[config.mk]
export PLATFORM = sky130hd
export DESIGN_NAME = plat_sysctl_regs
export DESIGN_NICKNAME = d
export VERILOG_FILES = /design/src/rtl/sysctl_pkg.sv /design/src/rtl/sysctl_decode.sv /design/src/rtl/sysctl_state.sv /design/src/rtl/sysctl_rdmux.sv /design/src/rtl/plat_sysctl_regs.sv
export SDC_FILE = /design/constraint.sdc
export NUM_CORES = 1
export LEC_CHECK = 0
export ABC_AREA = 1
export CAP_MARGIN = 5
export CORE_MARGIN = 2
export CORE_UTILIZATION = 40
export DETAILED_ROUTE_END_ITERATION = 16
export GPL_TIMING_DRIVEN = 1
export MAX_ROUTING_LAYER = met4
export PLACE_DENSITY_LB_ADDON = 0.1
export SETUP_SLACK_MARGIN = 0.4
export SLEW_MARGIN = 20
export SYNTH_ARGS = -nofsm -noshare
export SYNTH_HDL_FRONTEND = slang
export SYNTH_SLANG_ARGS = --single-unit
[constraint.sdc]
create_clock -name clk -period 2.2 [get_ports clk]
set_input_delay 0.33 -clock clk [delete_from_list [all_inputs] [get_ports clk]]
set_output_delay 0.33 -clock clk [all_outputs]
set_load 0.05 [all_outputs]
[src/rtl/sysctl_pkg.sv]
package sysctl_pkg;

   localparam int DATA_W   = 8;
   localparam int PADDR_W  = 12;
   localparam int NPORT    = 13;

   typedef enum int {
      PI_SPECIAL = 0,
      PI_CPUCFG  = 1,
      PI_FEAT    = 2,
      PI_STAT    = 3,
      PI_DISK    = 4,
      PI_EQUIP   = 5,
      PI_LOCK1   = 6,
      PI_LOCK2   = 7,
      PI_L2INV   = 8,
      PI_KEY     = 9,
      PI_CTRL    = 10,
      PI_L2STAT  = 11,
      PI_MAP     = 12
   } port_idx_e;

   // decoded port address for each index
   function automatic logic [PADDR_W-1:0] port_addr(int idx);
      case (idx)
         PI_SPECIAL: port_addr = 12'h092;
         PI_CPUCFG:  port_addr = 12'h800;
         PI_FEAT:    port_addr = 12'h802;
         PI_STAT:    port_addr = 12'h803;
         PI_DISK:    port_addr = 12'h808;
         PI_EQUIP:   port_addr = 12'h80C;
         PI_LOCK1:   port_addr = 12'h810;
         PI_LOCK2:   port_addr = 12'h812;
         PI_L2INV:   port_addr = 12'h814;
         PI_KEY:     port_addr = 12'h818;
         PI_CTRL:    port_addr = 12'h81C;
         PI_L2STAT:  port_addr = 12'h823;
         default:    port_addr = 12'h850;
      endcase
   endfunction

   // {valid, byte}: fixed identification value returned on a read
   function automatic logic [DATA_W:0] id_byte(int idx);
      case (idx)
         PI_CPUCFG:  id_byte = {1'b1, 8'hEF};
         PI_FEAT:    id_byte = {1'b1, 8'hAD};
         PI_STAT:    id_byte = {1'b1, 8'hE0};
         PI_EQUIP:   id_byte = {1'b1, 8'h3C};
         PI_LOCK1:   id_byte = {1'b1, 8'h39};
         PI_KEY:     id_byte = {1'b1, 8'h00};
         PI_L2STAT:  id_byte = {1'b1, 8'h03};
         default:    id_byte = {1'b0, 8'hFF};
      endcase
   endfunction

endpackage

[src/rtl/sysctl_decode.sv]
module sysctl_decode
   import sysctl_pkg::*;
#(
   parameter int ADDR_W = 12
) (
   input  logic [ADDR_W-1:0] addr,
   output logic [NPORT-1:0]  hit
);

   generate
      if (ADDR_W < PADDR_W) begin : g_bad_width
         $error("sysctl_decode: ADDR_W must be at least %0d", PADDR_W);
      end
   endgenerate

   for (genvar g = 0; g < NPORT; g++) begin : g_cmp
      assign hit[g] = (addr == ADDR_W'(port_addr(g)));
   end

endmodule

[src/rtl/sysctl_state.sv]
module sysctl_state
   import sysctl_pkg::*;
#(
   parameter int CTRL_W = 4
) (
   input  logic              clk,
   input  logic              rst,
   input  logic              wr,
   input  logic [DATA_W-1:0] wdata,
   input  logic [NPORT-1:0]  hit,
   output logic              soft_reset,
   output logic              little_endian,
   output logic              disk_led,
   output logic [CTRL_W-1:0] sys_ctrl,
   output logic              map_contig,
   output logic              lock1_toggle,
   output logic              lock2_toggle
);

   generate
      if (CTRL_W < 1 || CTRL_W > DATA_W) begin : g_bad_ctrl
         $error("sysctl_state: CTRL_W must lie in 1..%0d", DATA_W);
      end
   endgenerate

   logic [NPORT-1:0] we;
   assign we = {NPORT{wr}} & hit;

   always_ff @(posedge clk) begin
      if (rst) begin
         soft_reset    <= 1'b0;
         little_endian <= 1'b0;
         disk_led      <= 1'b0;
         sys_ctrl      <= '0;
         map_contig    <= 1'b0;
      end else begin
         if (we[PI_SPECIAL]) begin
            soft_reset    <= wdata[0];
            little_endian <= wdata[1];
         end
         if (we[PI_DISK]) disk_led   <= wdata[0];
         if (we[PI_CTRL]) sys_ctrl   <= wdata[CTRL_W-1:0];
         if (we[PI_MAP])  map_contig <= wdata[0];
      end
   end

   // lock requests: one registered pulse per write cycle
   always_ff @(posedge clk) begin
      if (rst) begin
         lock1_toggle <= 1'b0;
         lock2_toggle <= 1'b0;
      end else begin
         lock1_toggle <= we[PI_LOCK1];
         lock2_toggle <= we[PI_LOCK2];
      end
   end

endmodule

[src/rtl/sysctl_rdmux.sv]
module sysctl_rdmux
   import sysctl_pkg::*;
#(
   parameter int CTRL_W = 4
) (
   input  logic              clk,
   input  logic              rst,
   input  logic              rd,
   input  logic [NPORT-1:0]  hit,
   input  logic              little_endian,
   input  logic [CTRL_W-1:0] sys_ctrl,
   input  logic              map_contig,
   output logic [DATA_W-1:0] rdata
);

   logic [DATA_W-1:0] ctrl_ext;
   logic [DATA_W-1:0] id_val;
   logic [DATA_W-1:0] rd_next;

   generate
      if (CTRL_W == DATA_W) begin : g_ctrl_full
         assign ctrl_ext = sys_ctrl;
      end else begin : g_ctrl_pad
         assign ctrl_ext = {{(DATA_W-CTRL_W){1'b0}}, sys_ctrl};
      end
   endgenerate

   always_comb begin
      id_val = '1;
      for (int i = 0; i < NPORT; i++) begin
         if (hit[i] && id_byte(i)[DATA_W]) id_val = id_byte(i)[DATA_W-1:0];
      end
   end

   always_comb begin
      if (hit[PI_SPECIAL])   rd_next = {{(DATA_W-2){1'b0}}, little_endian, 1'b0};
      else if (hit[PI_CTRL]) rd_next = ctrl_ext;
      else if (hit[PI_MAP])  rd_next = {{(DATA_W-1){1'b0}}, map_contig};
      else                   rd_next = id_val;
   end

   always_ff @(posedge clk) begin
      if (rst)     rdata <= '0;
      else if (rd) rdata <= rd_next;
   end

endmodule

[src/rtl/plat_sysctl_regs.sv]
module plat_sysctl_regs
   import sysctl_pkg::*;
#(
   parameter int ADDR_W = 12,
   parameter int CTRL_W = 4
) (
   input  logic              clk,
   input  logic              rst,
   input  logic [ADDR_W-1:0] io_addr,
   input  logic [7:0]        io_wdata,
   input  logic              io_wr,
   input  logic              io_rd,
   output logic [7:0]        io_rdata,
   output logic              soft_reset,
   output logic              little_endian,
   output logic              disk_led,
   output logic [CTRL_W-1:0] sys_ctrl,
   output logic              map_contig,
   output logic              lock1_toggle,
   output logic              lock2_toggle
);

   logic [NPORT-1:0] hit;

   sysctl_decode #(.ADDR_W(ADDR_W)) u_dec (
      .addr (io_addr),
      .hit  (hit)
   );

   sysctl_state #(.CTRL_W(CTRL_W)) u_state (
      .clk           (clk),
      .rst           (rst),
      .wr            (io_wr),
      .wdata         (io_wdata),
      .hit           (hit),
      .soft_reset    (soft_reset),
      .little_endian (little_endian),
      .disk_led      (disk_led),
      .sys_ctrl      (sys_ctrl),
      .map_contig    (map_contig),
      .lock1_toggle  (lock1_toggle),
      .lock2_toggle  (lock2_toggle)
   );

   sysctl_rdmux #(.CTRL_W(CTRL_W)) u_rd (
      .clk           (clk),
      .rst           (rst),
      .rd            (io_rd),
      .hit           (hit),
      .little_endian (little_endian),
      .sys_ctrl      (sys_ctrl),
      .map_contig    (map_contig),
      .rdata         (io_rdata)
   );

endmodule

==> summary.txt, run 1 <==
Outcome
  • Status: finished clean

Worst setup path
  • Highest-delay cell along the critical path: clkdlybuf4s50_1
  • Number of buffers and inverters on the critical path: 1
  • Req. time, crit path: roughly 1.9 ns
  • CP top delay family: buffers and inverters
  • Highest net fanout along the worst path: 2
  • Crit Path Category: reg2out
  • Count of cells along the worst register-to-register path: 6
  • Flop2flop setup slack: 1.38 ns
  • Capture point of the worst reg-to-reg path: u_rd.rdata[1]
  • Worst Path Arrival: roughly 1.4 ns
  • Kind of start point of the critical path: register
  • Critical path cell sequence: clkdlybuf4s50_1
  • CP Capture Type: output port
  • Startpoint of the worst register-to-register path: u_state.sys_ctrl[1]
  • Slowest Stage Delay on Critical Path: 0.80 ns

Floorplan
  • Chip Height: between 50 and 60 um
  • Die boundary width: slightly below 60 um
  • Starting Density: between 40% and 50%
  • Io pins: 42
  • FP Rows: 19
  • Die Outline Area: 3350 sq um
  • CORE AREA: 2760 sq um

Power
  • Maximum vdd drop: about 0.44 mV
  • Static leakage power: 0.833 nW
  • Share of power burned in combinational logic: around 25%
  • Switching pwr: roughly 200 uW
  • Clock share of power: ~24%
  • Proportion of power drawn by flip-flops and latches: roughly half
  • Switching share of power: between 30% and 40%
  • Pint: approximately 460 uW
  • Total design power: 665 uW
  • Power density cells: 414 nW/um^2

Routing
  • Total iterations of the first detailed-routing run: 4
  • Total length of routed wires: around 2700 um
  • DRC violation total after the first TritonRoute iteration: 42
  • Final routed DRC violation total: 0
  • Via/cell ratio: a little under 5
  • Average wire length per cell after detail routing: 11.5 um
  • Remaining antenna violation count: 0
  • Via count: approximately 1200

Synth
  • Area of the mapped netlist: between 1000 and 1500 sq um
  • Number of warnings issued by yosys: 0
  • Number of distinct library cells after synthesis: 23
  • Synthesized netlist net count: between 150 and 200
  • Gate count after technology mapping: about 170
  • FF+latch count, synth: 18
  • Mean Syn Cell Area: 6.95 sq um
  • Sequential element share of the synthesized area: between 30% and 40%

GRT
  • Overflow after GRT: 0
  • GR Layer Usage met1: a little under a quarter
  • Initial antenna violation count: 0
  • Maximum number of pins on one net before global-route repair: 15
  • GRT busiest layer: met2
  • First-pass GRT wire length: between 4000 and 5000 um
  • Vias in the first global route: between 1000 and 1500
  • GRT met3 Usage: under 10%
  • Met2 global-route usage: around a third
  • Total GRT Usage: 19.2%

Clock network
  • Post-CTS Resized: 6
  • Number of buffers inserted by post-CTS setup repair: 0
  • Clk buf depth: 2
  • Depth of the CTS H-tree: 1
  • Clock latency reported for the late side of the worst-skew pair: between 0.2 and 0.3 ns
  • Num CTS Buffers: 3
  • Quantity of hold-fixing buffers added after cts: 0
  • TritonCTS clock tree: done
  • Clk sink count: 18
  • Clock-pin slew reported for the worst setup and hold paths after clock tree synthesis: roughly 0.090 ns
  • Master cell of the clock root buffer: clkbuf_4

Place
  • Post-detail-place hpwl: roughly 2300 um
  • Count of input and output buffers: 37
  • GPL Wtd Cong: ~0.8

Hold path
  • Hold Crit Endpoint: u_rd.rdata[5]
  • Hold depth: 2
  • Hold Path Origin: u_rd.rdata[5]
  • Worst hold path class: reg2reg

Job
  • Number of max-capacitance violations reported: 0

Timing
  • Post-layout min period: ~1.8 ns
  • Normalized max-slew margin: between 60 and 70%
  • Final number of hold-violating endpoints: 0
  • Actual slew at the worst max-slew pin: 0.510 ns
  • Final Max Tran Viols: 0
  • Total Neg Setup Slack: 0 ns
  • Maximum achievable frequency: 568 MHz
  • Unrepaired setup endpoints after global routing: no
  • Post-route fraction of the period consumed by the critical path: around four fifths
  • Number of setup violations in the final report: 0
  • Final setup skew: about 0.0051 ns

Final layout
  • Final-layout fill cell count: 274
  • Antenna diode count: 0
  • Fraction of layout cells with a size suffix above 1: between 15 and 20%
  • Nets: 232
  • Area growth from synthesis to layout: 38.3%
[state kept, by name, summed over array words and instances, names as in the netlist]
name                   cells
u_state.sys_ctrl           4
u_state.map_contig         1
u_state.lock2_toggle       1
u_state.little_endian      1
u_rd.rdata                 8
u_state.soft_reset         1
u_state.lock1_toggle       1
u_state.disk_led           1
[cell families (layout without fill, tap and decap cells)]
kind of cell | count (synthesis) | after routing | share of synthesized area (%)
compound gates | 17 | 17 | 9.70
simple gates | 104 | 104 | 50.2
flops | 18 | 18 | 31.0
buf+inv | 28 | 67 | 9.05
[through the flow]
step	hold WS [ns]	instance area (sq um)	setup WS, ns	util, %	instances
after floorplan	0.409	1160	0.937	-	167
after global placement	0.453	1570	0.275	56.9	234
after detailed placement	0.458	1570	0.268	56.9	234
after CTS	0.472	1590	0.414	57.5	237
after global routing	0.500	1610	0.391	58.2	237
final	0.469	1610	0.440	58.2	237
[synth_stat cells]
cell      instances  share of area, %
nand4_1           2               1.1
nand3b_1          1              0.65
nor3_2            1              0.86
nand3_1           6               2.6
a21boi_1          1              0.65
nand4_4           1               1.8
inv_1            18               5.8
dfxtp_1          18                31
nor2_4           10               9.7
a211oi_1          4               2.6
clkinv_1          1              0.32
nand2_1          36                12
a21oi_1           7               3.0
o21ai_0           3               1.3
nand3_2           4               3.4
inv_2             7               2.3
nor2_1           26               8.4
nand2_2           1              0.54
nor2_2            4               2.2
clkbuf_1          2              0.65
nand2_4           4               3.9
nor3_1            8               3.4
a211oi_2          2               2.2
[cell type report]
class                      count  area, sq um  area share, %
multi-input combinational    121          696           43.3
timing repair buffer          38          390           24.3
sequential                    18          360           22.4
inverter                      26         97.6           6.08
tap                           31         38.8           2.42
clock buffer                   3         22.5           1.40
[per-layer routing]
layer | part of all wire (%) | up-vias
met1 | 43 | 531
li1 | - | 607
met3 | 6.4 | 2
met2 | 50 | 32
met5 | 0 | -
met4 | 0.52 | 0
[worst max path at each step]
| stage | end | from | slack (ns) | depth (start not counted) |
|---|---|---|---|---|
| 6_report | io_rdata[3] | u_rd.rdata[3] | 0.44 | 1 |
| 5_1_grt | io_rdata[3] | u_rd.rdata[3] | 0.39 | 1 |
| 4_1_cts | io_rdata[4] | u_rd.rdata[4] | 0.41 | 1 |
| 3_5_place_dp | u_rd.rdata[3] | io_addr[2] | 0.27 | 11 |
| 3_3_place_gp | u_rd.rdata[3] | io_addr[2] | 0.28 | 11 |
| 2_1_floorplan | u_rd.rdata[3] | io_addr[5] | 0.94 | 10 |
[cell usage in the layout (no fill, tap or decap), drive strengths merged]
cell,Yosys,layout
a211oi,6,6
dfxtp,18,18
nor3,9,9
buf,0,1
a21oi,7,7
clkbuf,2,3
inv,25,25
clkdlybuf4s50,0,23
clkinv,1,1
a21boi,1,1
dlygate4sd2,0,6
o21ai,3,3
nand2,41,41
nand4,3,3
dlymetal6s2s,0,8
nand3,10,10
nor2,40,40
nand3b,1,1
[power groups by stage]
| stage | registers (mW) | clock network (mW) | logic, mW |
|---|---|---|---|
| after floorplan | 0.381 | 0 | 0.0601 |
| after global placement | 0.347 | 0 | 0.164 |
| after detailed placement | 0.348 | 0 | 0.166 |
| after CTS | 0.340 | 0.166 | 0.167 |
| after global routing | 0.342 | 0.183 | 0.179 |
| final | 0.340 | 0.161 | 0.165 |
(Power assumes the default switching activity.)
==> run 2: changes to the inputs <==
Clock period 2.2 ns to 1.8 ns, I/O delays scaled along.
==> run 2 against run 1 <==
Net effect: sequential power is 22% higher; global-route usage is 0.20 points lower; clock skew is 0.0022 ns lower; sequential share of layout area is 0.95 points lower; non-clock buffer count is 6 higher; worst setup slack better by 0.048 ns; largest cell class unchanged.
==> summary.txt, run 2 (synthesis gave the netlist of run 1 again) <==
Power
  • Switching pwr: 256 uW
  • Switching share of power: between 30 and 40%
  • Maximum vdd drop: 0.600 mV
  • Share of power burned in combinational logic: approximately a quarter
  • Pint: 562 uW
  • Clock share of power: ~24%
  • Static leakage power: slightly below 0.8 nW
  • Proportion of power drawn by flip-flops and latches: 50.8%
  • Power density cells: 488 nW/um^2

Floorplan
  • Die Outline Area: between 3000 and 4000 sq um
  • Die boundary width: between 50 and 60 um
  • Io pins: 42
  • Chip Height: between 50 and 60 um
  • FP Rows: 19
  • CORE AREA: about 2800 sq um
  • Starting Density: between 40% and 50%

GRT
  • Maximum number of pins on one net before global-route repair: 15
  • Initial antenna violation count: 0
  • First-pass GRT wire length: just under 5000 um
  • Overflow after GRT: 0
  • Vias in the first global route: between 1000 and 1500
  • Total GRT Usage: about a fifth

Timing
  • Unrepaired setup endpoints after global routing: no
  • Number of setup violations in the final report: 0
  • Final worst setup slack: 0.488 ns
  • Post-route fraction of the period consumed by the critical path: between 70% and 80%
  • Final number of hold-violating endpoints: 0
  • Normalized max-slew margin: 81.3%
  • Final setup skew: around 0.0029 ns
  • Actual slew at the worst max-slew pin: about 0.28 ns
  • Final Max Tran Viols: 0
  • Post-layout min period: 1.31 ns
  • Maximum achievable frequency: approximately 760 MHz

Clock network
  • Clk sink count: 18
  • Master cell of the clock root buffer: clkbuf_4
  • Depth of the CTS H-tree: 1
  • Clock-pin slew reported for the worst setup and hold paths after clock tree synthesis: around 0.10 ns
  • Num CTS Buffers: 3
  • Clk buf depth: 2
  • TritonCTS clock tree: done
  • Clock latency reported for the late side of the worst-skew pair: between 0.2 and 0.3 ns

Final layout
  • Antenna diode count: 0
  • Commonest non-fill, non-tap cell in the layout: nand2_1
  • Nets: 238
  • Top reg by flops: u_rd.rdata
  • Final-layout fill cell count: between 200 and 300
  • Cell area after layout: 1680 sq um
  • Max reg flops: 8
  • Area growth from synthesis to layout: 44.4%
  • Most frequent cells in the layout: nand2_1, nor2_1, inv_1, dfxtp_1, nor2_4
  • Registers with the most flip-flops: u_rd.rdata: 8 flops, u_state.sys_ctrl: 4 flops
  • Fraction of layout cells with a size suffix above 1: between 30% and 40%

Routing
  • Total length of routed wires: roughly 2800 um
  • Final routed DRC violation total: 0
  • Average wire length per cell after detail routing: between 10 and 15 um
  • Via/cell ratio: 4.86
  • Remaining antenna violation count: 0
  • DRC violation total after the first TritonRoute iteration: 17
  • Via count: around 1200
  • Total iterations of the first detailed-routing run: 4

Worst setup path
  • Crit Path Category: reg2out
  • Critical path cell sequence: clkdlybuf4s15_2
  • CP top delay family: buffers and inverters
  • CP Capture Type: output port
  • Number of buffers and inverters on the critical path: 1
  • Worst Path Arrival: 1.04 ns
  • Slowest Stage Delay on Critical Path: between 0.3 and 0.4 ns
  • Startpoint of the worst register-to-register path: u_state.sys_ctrl[0]
  • Worst setup path startpoint: u_state.sys_ctrl[0]
  • Highest-delay cell along the critical path: clkdlybuf4s15_2
  • Kind of start point of the critical path: register
  • Highest net fanout along the worst path: 3
  • Req. time, crit path: about 1.5 ns

Outcome
  • Status: finished clean

Hold path
  • Worst hold path class: in2reg
  • Hold Path Origin: io_addr[0]

Place
  • Placed Area: approximately 1600 sq um
  • Pre-CTS setup slack: -0.00607 ns
  • Count of input and output buffers: 37
  • Post-detail-place hpwl: ~2300 um
  • GPL Wtd Cong: 0.800

Job
  • Number of max-capacitance violations reported: 0
run 2: cell count changes in the layout (fill, tap and decap cells not counted), moves of 3 or more:
cell             previous run  this run
clkdlybuf4s50_1            23         7
clkdlybuf4s15_2             0        11
buf_4                       1         9
nand2_1                    36        30
nand2_2                     1         7
clkbuf_2                    0         5
nor2_1                     26        21
dlymetal6s2s_1              8         4
nor2_2                      4         7
run 2: layout make-up:
class	count	area [sq um]	area share, %
multi-input cells	121	751	44.8
repair buffers	44	407	24.3
flip-flops and latches	18	360	21.5
inverters	26	97.6	5.82
well taps	31	38.8	2.31
clock buffers	3	22.5	1.34
run 2: path summary, 6_finish.rpt:
kind                                             end  slack (ns)  depth (start not counted)
worst max-delay path                     sys_ctrl[0]        0.49                          1
worst min-delay path            u_state.lock2_toggle        0.39                          2
worst min register to register         u_rd.rdata[5]        0.47                          2
worst max register to register         u_rd.rdata[0]        0.97                          4
run 2: power groups by stage:
stage          clock network, mW  logic (mW)  registers (mW)
2_1_floorplan                  0      0.0734           0.466
4_1_cts                    0.205       0.205           0.416
3_3_place_gp                   0       0.204           0.424
6_report                   0.197       0.206           0.415
3_5_place_dp                   0       0.208           0.425
5_1_grt                    0.218       0.222           0.417
run 2: repair_timing:
action	in CTS	in global routing
resized for setup	59	18
hold endpoints to repair	0	0
setup buffers	1	0
setup endpoints to repair	29	19
hold buffers	0	0
pin swaps	9	4
run 2: metal layers:
layer  vias to the layer above  share of wire (%)  GRT usage [%]
met3                         2                4.9           4.69
met5                         -                  0              -
met2                        27                 52           34.4
li1                        620                  -              -
met4                         0               0.49           3.32
met1                       532                 43           21.2
run 2: through the flow:
step | hold slack (ns) | power [mW] | TNS (ns) | utilization, % | instances
floorplan | 0.349 | 0.539 | 0 | - | 167
global placement | 0.453 | 0.629 | 0 | 58.1 | 239
detailed placement | 0.457 | 0.633 | -0.00607 | 58.1 | 239
CTS | 0.385 | 0.825 | 0 | 60.6 | 243
global route | 0.389 | 0.857 | 0 | 60.8 | 243
finish | 0.392 | 0.818 | 0 | 60.8 | 243
